<file path="src/rtl/tac_pkg.sv">
package tac_pkg;
  localparam int unsigned TAC_AW  = 20;
  localparam int unsigned TAC_DW  = 12;
  localparam int unsigned TAC_OPW = 6;

  typedef enum logic [1:0] {
    OPM_IMM    = 2'd0,
    OPM_SIMPLE = 2'd1,
    OPM_INDIR  = 2'd2
  } opm_e;

  typedef enum logic [1:0] {
    BASE_NONE = 2'd0,
    BASE_BREG = 2'd1,
    BASE_PC   = 2'd2
  } base_sel_e;

  typedef enum logic [1:0] {
    OFF_DISP_Z = 2'd0,
    OFF_DISP_S = 2'd1,
    OFF_LONG   = 2'd2,
    OFF_LEGACY = 2'd3
  } off_sel_e;

  typedef struct packed {
    logic n;
    logic i;
    logic x;
    logic b;
    logic p;
    logic e;
  } tac_flags_t;
endpackage

</file>
<file path="src/rtl/tac_field_split.sv">
module tac_field_split
  import tac_pkg::*;
#(
  parameter int unsigned AW  = TAC_AW,
  parameter int unsigned DW  = TAC_DW,
  parameter int unsigned OPW = TAC_OPW,
  localparam int unsigned IW = OPW + 6 + AW,
  localparam int unsigned LW = DW + 3
) (
  input  logic [IW-1:0] instr,
  output tac_flags_t    flags,
  output logic [DW-1:0] disp,
  output logic [AW-1:0] addr_long,
  output logic [LW-1:0] addr_legacy
);
  localparam int unsigned FLAG_TOP = IW - OPW - 1;
  localparam int unsigned DISP_TOP = IW - OPW - 7;

  logic unused_opcode;
  assign unused_opcode = ^instr[IW-1 -: OPW];

  assign flags.n     = instr[FLAG_TOP];
  assign flags.i     = instr[FLAG_TOP-1];
  assign flags.x     = instr[FLAG_TOP-2];
  assign flags.b     = instr[FLAG_TOP-3];
  assign flags.p     = instr[FLAG_TOP-4];
  assign flags.e     = instr[FLAG_TOP-5];
  assign disp        = instr[DISP_TOP -: DW];
  assign addr_long   = instr[AW-1:0];
  assign addr_legacy = instr[FLAG_TOP-3 -: LW];
endmodule

</file>
<file path="src/rtl/tac_mode_decode.sv">
module tac_mode_decode
  import tac_pkg::*;
(
  input  tac_flags_t flags,
  output opm_e       mode,
  output base_sel_e  base_sel,
  output off_sel_e   off_sel,
  output logic       use_index,
  output logic       illegal
);
  logic legacy;
  logic bp_bad;

  always_comb begin
    legacy = ~flags.n & ~flags.i;
    bp_bad = ~legacy & flags.b & flags.p;

    unique case ({flags.n, flags.i})
      2'b01:   mode = OPM_IMM;
      2'b10:   mode = OPM_INDIR;
      default: mode = OPM_SIMPLE;
    endcase

    base_sel  = BASE_NONE;
    off_sel   = OFF_DISP_Z;
    use_index = flags.x;

    if (legacy) begin
      off_sel = OFF_LEGACY;
    end else if (bp_bad) begin
      use_index = 1'b0;
    end else if (flags.e) begin
      off_sel = OFF_LONG;
    end else if (flags.b) begin
      base_sel = BASE_BREG;
    end else if (flags.p) begin
      base_sel = BASE_PC;
      off_sel  = OFF_DISP_S;
    end

    illegal = bp_bad | (flags.x & (flags.n ^ flags.i));
  end
endmodule

</file>
<file path="src/rtl/tac_addr_gen.sv">
module tac_addr_gen
  import tac_pkg::*;
#(
  parameter int unsigned AW = TAC_AW,
  parameter int unsigned DW = TAC_DW,
  localparam int unsigned LW = DW + 3
) (
  input  base_sel_e     base_sel,
  input  off_sel_e      off_sel,
  input  logic          use_index,
  input  logic [AW-1:0] pc_val,
  input  logic [AW-1:0] breg_val,
  input  logic [AW-1:0] xreg_val,
  input  logic [DW-1:0] disp,
  input  logic [AW-1:0] addr_long,
  input  logic [LW-1:0] addr_legacy,
  output logic [AW-1:0] ta
);
  logic [AW-1:0] base_term;
  logic [AW-1:0] off_term;
  logic [AW-1:0] idx_term;

  always_comb begin
    unique case (base_sel)
      BASE_BREG: base_term = breg_val;
      BASE_PC:   base_term = pc_val;
      default:   base_term = '0;
    endcase

    unique case (off_sel)
      OFF_DISP_S: off_term = {{(AW-DW){disp[DW-1]}}, disp};
      OFF_LONG:   off_term = addr_long;
      OFF_LEGACY: off_term = {{(AW-LW){1'b0}}, addr_legacy};
      default:    off_term = {{(AW-DW){1'b0}}, disp};
    endcase

    idx_term = use_index ? xreg_val : '0;
    ta       = base_term + off_term + idx_term;
  end
endmodule

</file>
<file path="src/rtl/tac_unit.sv">
module tac_unit
  import tac_pkg::*;
#(
  parameter int unsigned AW      = TAC_AW,
  parameter int unsigned DW      = TAC_DW,
  parameter int unsigned OPW     = TAC_OPW,
  parameter bit          REG_OUT = 1'b1,
  localparam int unsigned IW     = OPW + 6 + AW,
  localparam int unsigned LW     = DW + 3
) (
  input  logic          clk,
  input  logic          rst_n,
  input  logic          in_valid,
  input  logic [IW-1:0] instr_word,
  input  logic [AW-1:0] pc_next,
  input  logic [AW-1:0] base_reg,
  input  logic [AW-1:0] index_reg,
  output logic          out_valid,
  output logic [AW-1:0] target_addr,
  output logic [1:0]    opmode,
  output logic          illegal
);
  tac_flags_t    flags;
  logic [DW-1:0] disp;
  logic [AW-1:0] addr_long;
  logic [LW-1:0] addr_legacy;
  opm_e          dec_mode;
  base_sel_e     base_sel;
  off_sel_e      off_sel;
  logic          use_index;
  logic          dec_ill;
  logic [AW-1:0] gen_ta;

  tac_field_split #(.AW(AW), .DW(DW), .OPW(OPW)) u_split (
    .instr       (instr_word),
    .flags       (flags),
    .disp        (disp),
    .addr_long   (addr_long),
    .addr_legacy (addr_legacy)
  );

  tac_mode_decode u_dec (
    .flags     (flags),
    .mode      (dec_mode),
    .base_sel  (base_sel),
    .off_sel   (off_sel),
    .use_index (use_index),
    .illegal   (dec_ill)
  );

  tac_addr_gen #(.AW(AW), .DW(DW)) u_gen (
    .base_sel    (base_sel),
    .off_sel     (off_sel),
    .use_index   (use_index),
    .pc_val      (pc_next),
    .breg_val    (base_reg),
    .xreg_val    (index_reg),
    .disp        (disp),
    .addr_long   (addr_long),
    .addr_legacy (addr_legacy),
    .ta          (gen_ta)
  );

  generate
    if (REG_OUT) begin : g_reg
      logic          vld_d, vld_q;
      logic [AW-1:0] ta_d, ta_q;
      logic [1:0]    md_d, md_q;
      logic          il_d, il_q;
      logic          load_en;

      always_comb begin
        load_en = in_valid;
        vld_d   = in_valid;
        ta_d    = gen_ta;
        md_d    = dec_mode;
        il_d    = dec_ill;
      end

      always_ff @(posedge clk or negedge rst_n) begin
        if (!rst_n) begin
          vld_q <= 1'b0;
          ta_q  <= '0;
          md_q  <= '0;
          il_q  <= 1'b0;
        end else begin
          vld_q <= vld_d;
          if (load_en) begin
            ta_q <= ta_d;
            md_q <= md_d;
            il_q <= il_d;
          end
        end
      end

      assign out_valid   = vld_q;
      assign target_addr = ta_q;
      assign opmode      = md_q;
      assign illegal     = il_q;

      p_out_latency_r11: assert property (@(posedge clk) disable iff (!rst_n)
        in_valid |=> out_valid);
      p_out_idle_r11: assert property (@(posedge clk) disable iff (!rst_n)
        !in_valid |=> (!out_valid && $stable(target_addr)));
    end else begin : g_comb
      assign out_valid   = in_valid;
      assign target_addr = gen_ta;
      assign opmode      = dec_mode;
      assign illegal     = dec_ill;
    end
  endgenerate

  p_legacy_simple_r7: assert property (@(posedge clk) disable iff (!rst_n)
    (in_valid && !instr_word[IW-OPW-1] && !instr_word[IW-OPW-2])
      |-> (dec_mode == OPM_SIMPLE && !dec_ill));
  p_index_illegal_r8: assert property (@(posedge clk) disable iff (!rst_n)
    (in_valid && instr_word[IW-OPW-3] &&
     (instr_word[IW-OPW-1] != instr_word[IW-OPW-2])) |-> dec_ill);
  p_bp_illegal_r9: assert property (@(posedge clk) disable iff (!rst_n)
    (in_valid && (instr_word[IW-OPW-1] || instr_word[IW-OPW-2]) &&
     instr_word[IW-OPW-4] && instr_word[IW-OPW-5]) |-> dec_ill);
  p_ext_direct_r3: assert property (@(posedge clk) disable iff (!rst_n)
    (in_valid && (instr_word[IW-OPW-1] || instr_word[IW-OPW-2]) &&
     instr_word[IW-OPW-6] && !instr_word[IW-OPW-3] &&
     !(instr_word[IW-OPW-4] && instr_word[IW-OPW-5]))
      |-> (gen_ta == instr_word[AW-1:0]));
endmodule

</file>
<file path="config.mk">
export PLATFORM = sky130hd
export DESIGN_NAME = tac_unit
export DESIGN_NICKNAME = d
export VERILOG_FILES = /design/src/rtl/tac_pkg.sv /design/src/rtl/tac_field_split.sv /design/src/rtl/tac_mode_decode.sv /design/src/rtl/tac_addr_gen.sv /design/src/rtl/tac_unit.sv
export SDC_FILE = /design/constraint.sdc
export NUM_CORES = 1
export LEC_CHECK = 0
export BUFFER_PORTS_ARGS = -buffer_cell sky130_fd_sc_hd__buf_4
export CAP_MARGIN = 20
export CORE_ASPECT_RATIO = 0.6
export CORE_MARGIN = 2
export CORE_UTILIZATION = 46
export CTS_BUF_LIST = sky130_fd_sc_hd__clkbuf_8
export CTS_CLUSTER_DIAMETER = 100
export DETAILED_ROUTE_END_ITERATION = 8
export GPL_TIMING_DRIVEN = 1
export PLACE_DENSITY = 0.91
export SYNTH_ARGS = -nofsm -noshare
export SYNTH_HDL_FRONTEND = slang
export SYNTH_SLANG_ARGS = --single-unit
</file>
<file path="constraint.sdc">
create_clock -name clk -period 0.8 [get_ports clk]
set_clock_uncertainty 0.05 [all_clocks]
set_input_delay 0.24 -clock clk [delete_from_list [all_inputs] [get_ports clk]]
set_output_delay 0.24 -clock clk [all_outputs]
set_load 0.005 [all_outputs]
</file>
==> impl_metrics.py <==
metrics = {
    "power_and_ir_drop": {
        "p_leak_uw": 0.00261,
        "switching_share_pct": 37.3,
        "irDropWorstVdd_uv": 1030,
        "seqPwrFrac_pct": 24.4,
        "power_frac_clock_pct": 11.2,
        "power.internal_uw": 4420,
        "switching_power_uw": 2630,
        "powerDensity_nw_per_um2": 1270,
        "combPwrFrac_pct": 64.4,
    },
    "floorplanning": {
        "start_util_pct": 48.8,
        "fp.dieArea_sq_um": 7320,
        "num_rows": 22,
        "core-area_sq_um": 6250,
        "die-width_um": 109,
        "pin_count": 119,
        "die_h_um": 67.1,
    },
    "timing": {
        "relSlewSlack_pct": 76.4,
        "period_needed_ns": 3.73,
        "finalWorstSetupSlack_ns": -2.93,
        "rsz0062_at_grt": "true",
        "worst_slew_pin_slew_ns": 0.344,
        "setup_viol": 46,
        "final_hold_viol_count": 0,
        "fin_setup_tns_ns": -60.17,
        "slew_viol_final": 0,
        "max_freq_mhz": 268,
        "final.period_utilization_pct": 466,
    },
    "global_routing": {
        "gr-total-overflow": 0,
        "grt_start_max_net_pins": 25,
        "antenna_found_initial": 0,
        "grt_pass1_vias": 3846,
        "grtUsageTotal_pct": 33.9,
        "grt_pass1_wl_um": 18500,
    },
    "clock_network": {
        "cts.sinks": 24,
        "worst_setup_hold_path_clk_slew_ns": 0.10,
        "clock-root-buffer": "clkbuf_8",
        "cts_tree": "built",
        "htree_levels": 1,
        "cts_buffers": 3,
        "ctsLongestPathBuffers": 2,
        "insertion_delay_ns": 0.28,
    },
    "worst_setup_path": {
        "cp-start-kind": "input pin",
        "criticalPathCategory": "in -> reg",
        "worstSetupEndpointType": "flop",
        "cp.required_ns": 0.93,
        "worstPathArrival_ns": 3.85,
        "cp_max_fo": 5,
    },
    "synth": {
        "yosys.area.top_type": "dfrtp_1",
        "synth-seq-cells": 24,
        "postSynthAreaPerCell_sq_um": 8.20,
        "ys_seq_area_share_pct": 19.7,
        "yosysMostFrequentCell": "inv_1",
        "syn_inst": 372,
        "yosys_most_used_dff": "dfrtp_1",
        "synth_edf_count": 0,
        "async_flop_share_pct": 100,
        "synth.area.top_cells": "dfrtp_1 20%, fa_1 13%, ha_1 9.0%",
        "yosysUniqueCellTypes": 49,
        "synth_top_cells_by_count": "47 x inv_1, 39 x nand2_1, 27 x a21oi_1",
        "synth_nets": 509,
        "yosys_warnings": 0,
        "yosys.area.top_type_share_pct": 19.7,
        "synth_area_sq_um": 3050,
    },
    "route": {
        "drtAntennaViolNets": 0,
        "drc": 0,
        "drt_iter0_markers": 330,
        "vias": 3856,
        "dr.pass1.iters": 5,
        "routedWlPerCell_um": 19.8,
        "wl_met2_um": 6550,
        "routed.top_layer": "met4",
        "wl_met1_um": 5110,
        "viasPerCell": 5.78,
        "met3_length_um": 1020,
        "drt-total-wl_um": 13200,
    },
    "finish": {
        "area_delta_synth_final_pct": 81.6,
        "drive_gt1_share_pct": 59.5,
        "diodes": 0,
        "nets": 722,
        "final_util_pct": 88.7,
    },
    "hold_path": {
        "hold_class": "in -> reg",
    },
    "placement": {
        "gp_congestion": 0.936,
        "port_buffers": 112,
        "place_hpwl_um": 8300,
    },
    "run": {
        "maxCapViolCount": 0,
    },
    "status": {
        "failed_checks": "negative setup slack",
        "status": "complete, but fails checks",
    },
}
## stage by stage
stage	cell area, sq um	power (uW)	hold WS, ns	instances	worst slack, ns
2_1_floorplan	3320	3330	-0.106	372	-2.90
3_3_place_gp	4710	4860	0.118	628	-3.13
3_5_place_dp	4710	4980	0.123	628	-3.22
4_1_cts	5270	6440	0.218	657	-2.83
5_1_grt	5540	7380	0.243	667	-3.02
6_report	5540	7050	0.201	667	-2.93
## flip-flops by register name (all words and copies together) (netlist names)
signal and cells:
illegal 1, opmode 2, out_valid 1, target_addr 20
## final cells by class
type                            count  area (sq um)
Tap cell                           84           105
Sequential cell                    24           601
Inverter                           48           206
Timing Repair Buffer              225          1850
Multi-Input combinational cell    283          2740
Fill cell                         298           708
Clock buffer                        3          41.3
## per-layer routing
layer,vias up,GRT usage (%)
met5,-,0
met4,0,12.8
met3,62,6.07
met2,236,62.0
met1,1862,39.7
li1,1696,-
## cells by family after synthesis
family,Yosys count,synth area share [%]
compound gates,91,20.0
xor+xnor,10,2.87
fa+ha+maj,42,22.1
buf+inv,65,8.20
flops,24,19.7
mux,23,8.16
simple gates,117,19.0
## layout by cell type (no fill, tap or decap), drive strengths merged, types with 6 or more instances in the layout
cell type / n
inv: 47
a21oi: 29
a22oi: 20
fa: 20
nand2: 39
mux2: 12
ha: 22
mux2i: 11
nor2: 19
xnor2: 7
o21a: 6
or2: 22
buf: 224
nor3: 10
dfrtp: 24
o21ai: 10
## power groups by stage
stage | combinational (uW) | sequential (uW) | clock (uW)
finish | 4540 | 1720 | 786
global route | 4810 | 1750 | 820
detailed placement | 3300 | 1680 | 0
floorplan | 1640 | 1690 | 0
global placement | 3190 | 1670 | 0
CTS | 3950 | 1700 | 786
## final timing paths
path	startpoint	to	slack, ns	depth (start not counted)
worst max-delay path	instr_word[24]	target_addr[14]	-2.93	18
max in group asynchronous	rst_n	target_addr[9]	0.15	2
worst max register to register	target_addr[18]	target_addr[18]	-0.30	3
worst min register to register	target_addr[4]	target_addr[4]	0.50	1
worst min-delay path	instr_word[23]	illegal	0.20	3
min in group asynchronous	rst_n	target_addr[16]	0.32	2
## worst max-delay path, cell delays in order
cell and delay [ns]:
buf_8 0.09, inv_12 0.03, ha_4 0.14, or4b_4 0.52, inv_2 0.09, ha_4 0.19
buf_6 0.14, a22oi_2 0.05, or2_4 0.23, fa_1 0.54, inv_2 0.07, ha_4 0.26
a21oi_4 0.13, o21ai_2 0.07, a21o_1 0.21, o31a_1 0.40, xor2_1 0.19, mux2_4 0.26
## what timing repair did
item                       in CTS  in global routing
resized for setup              78                 47
buffers inserted               28                 10
hold endpoints to repair       24                  0
pin swaps                      36                 33
setup endpoints to repair      46                 58
hold buffers                    1                  0
(Power assumes the default switching activity.)
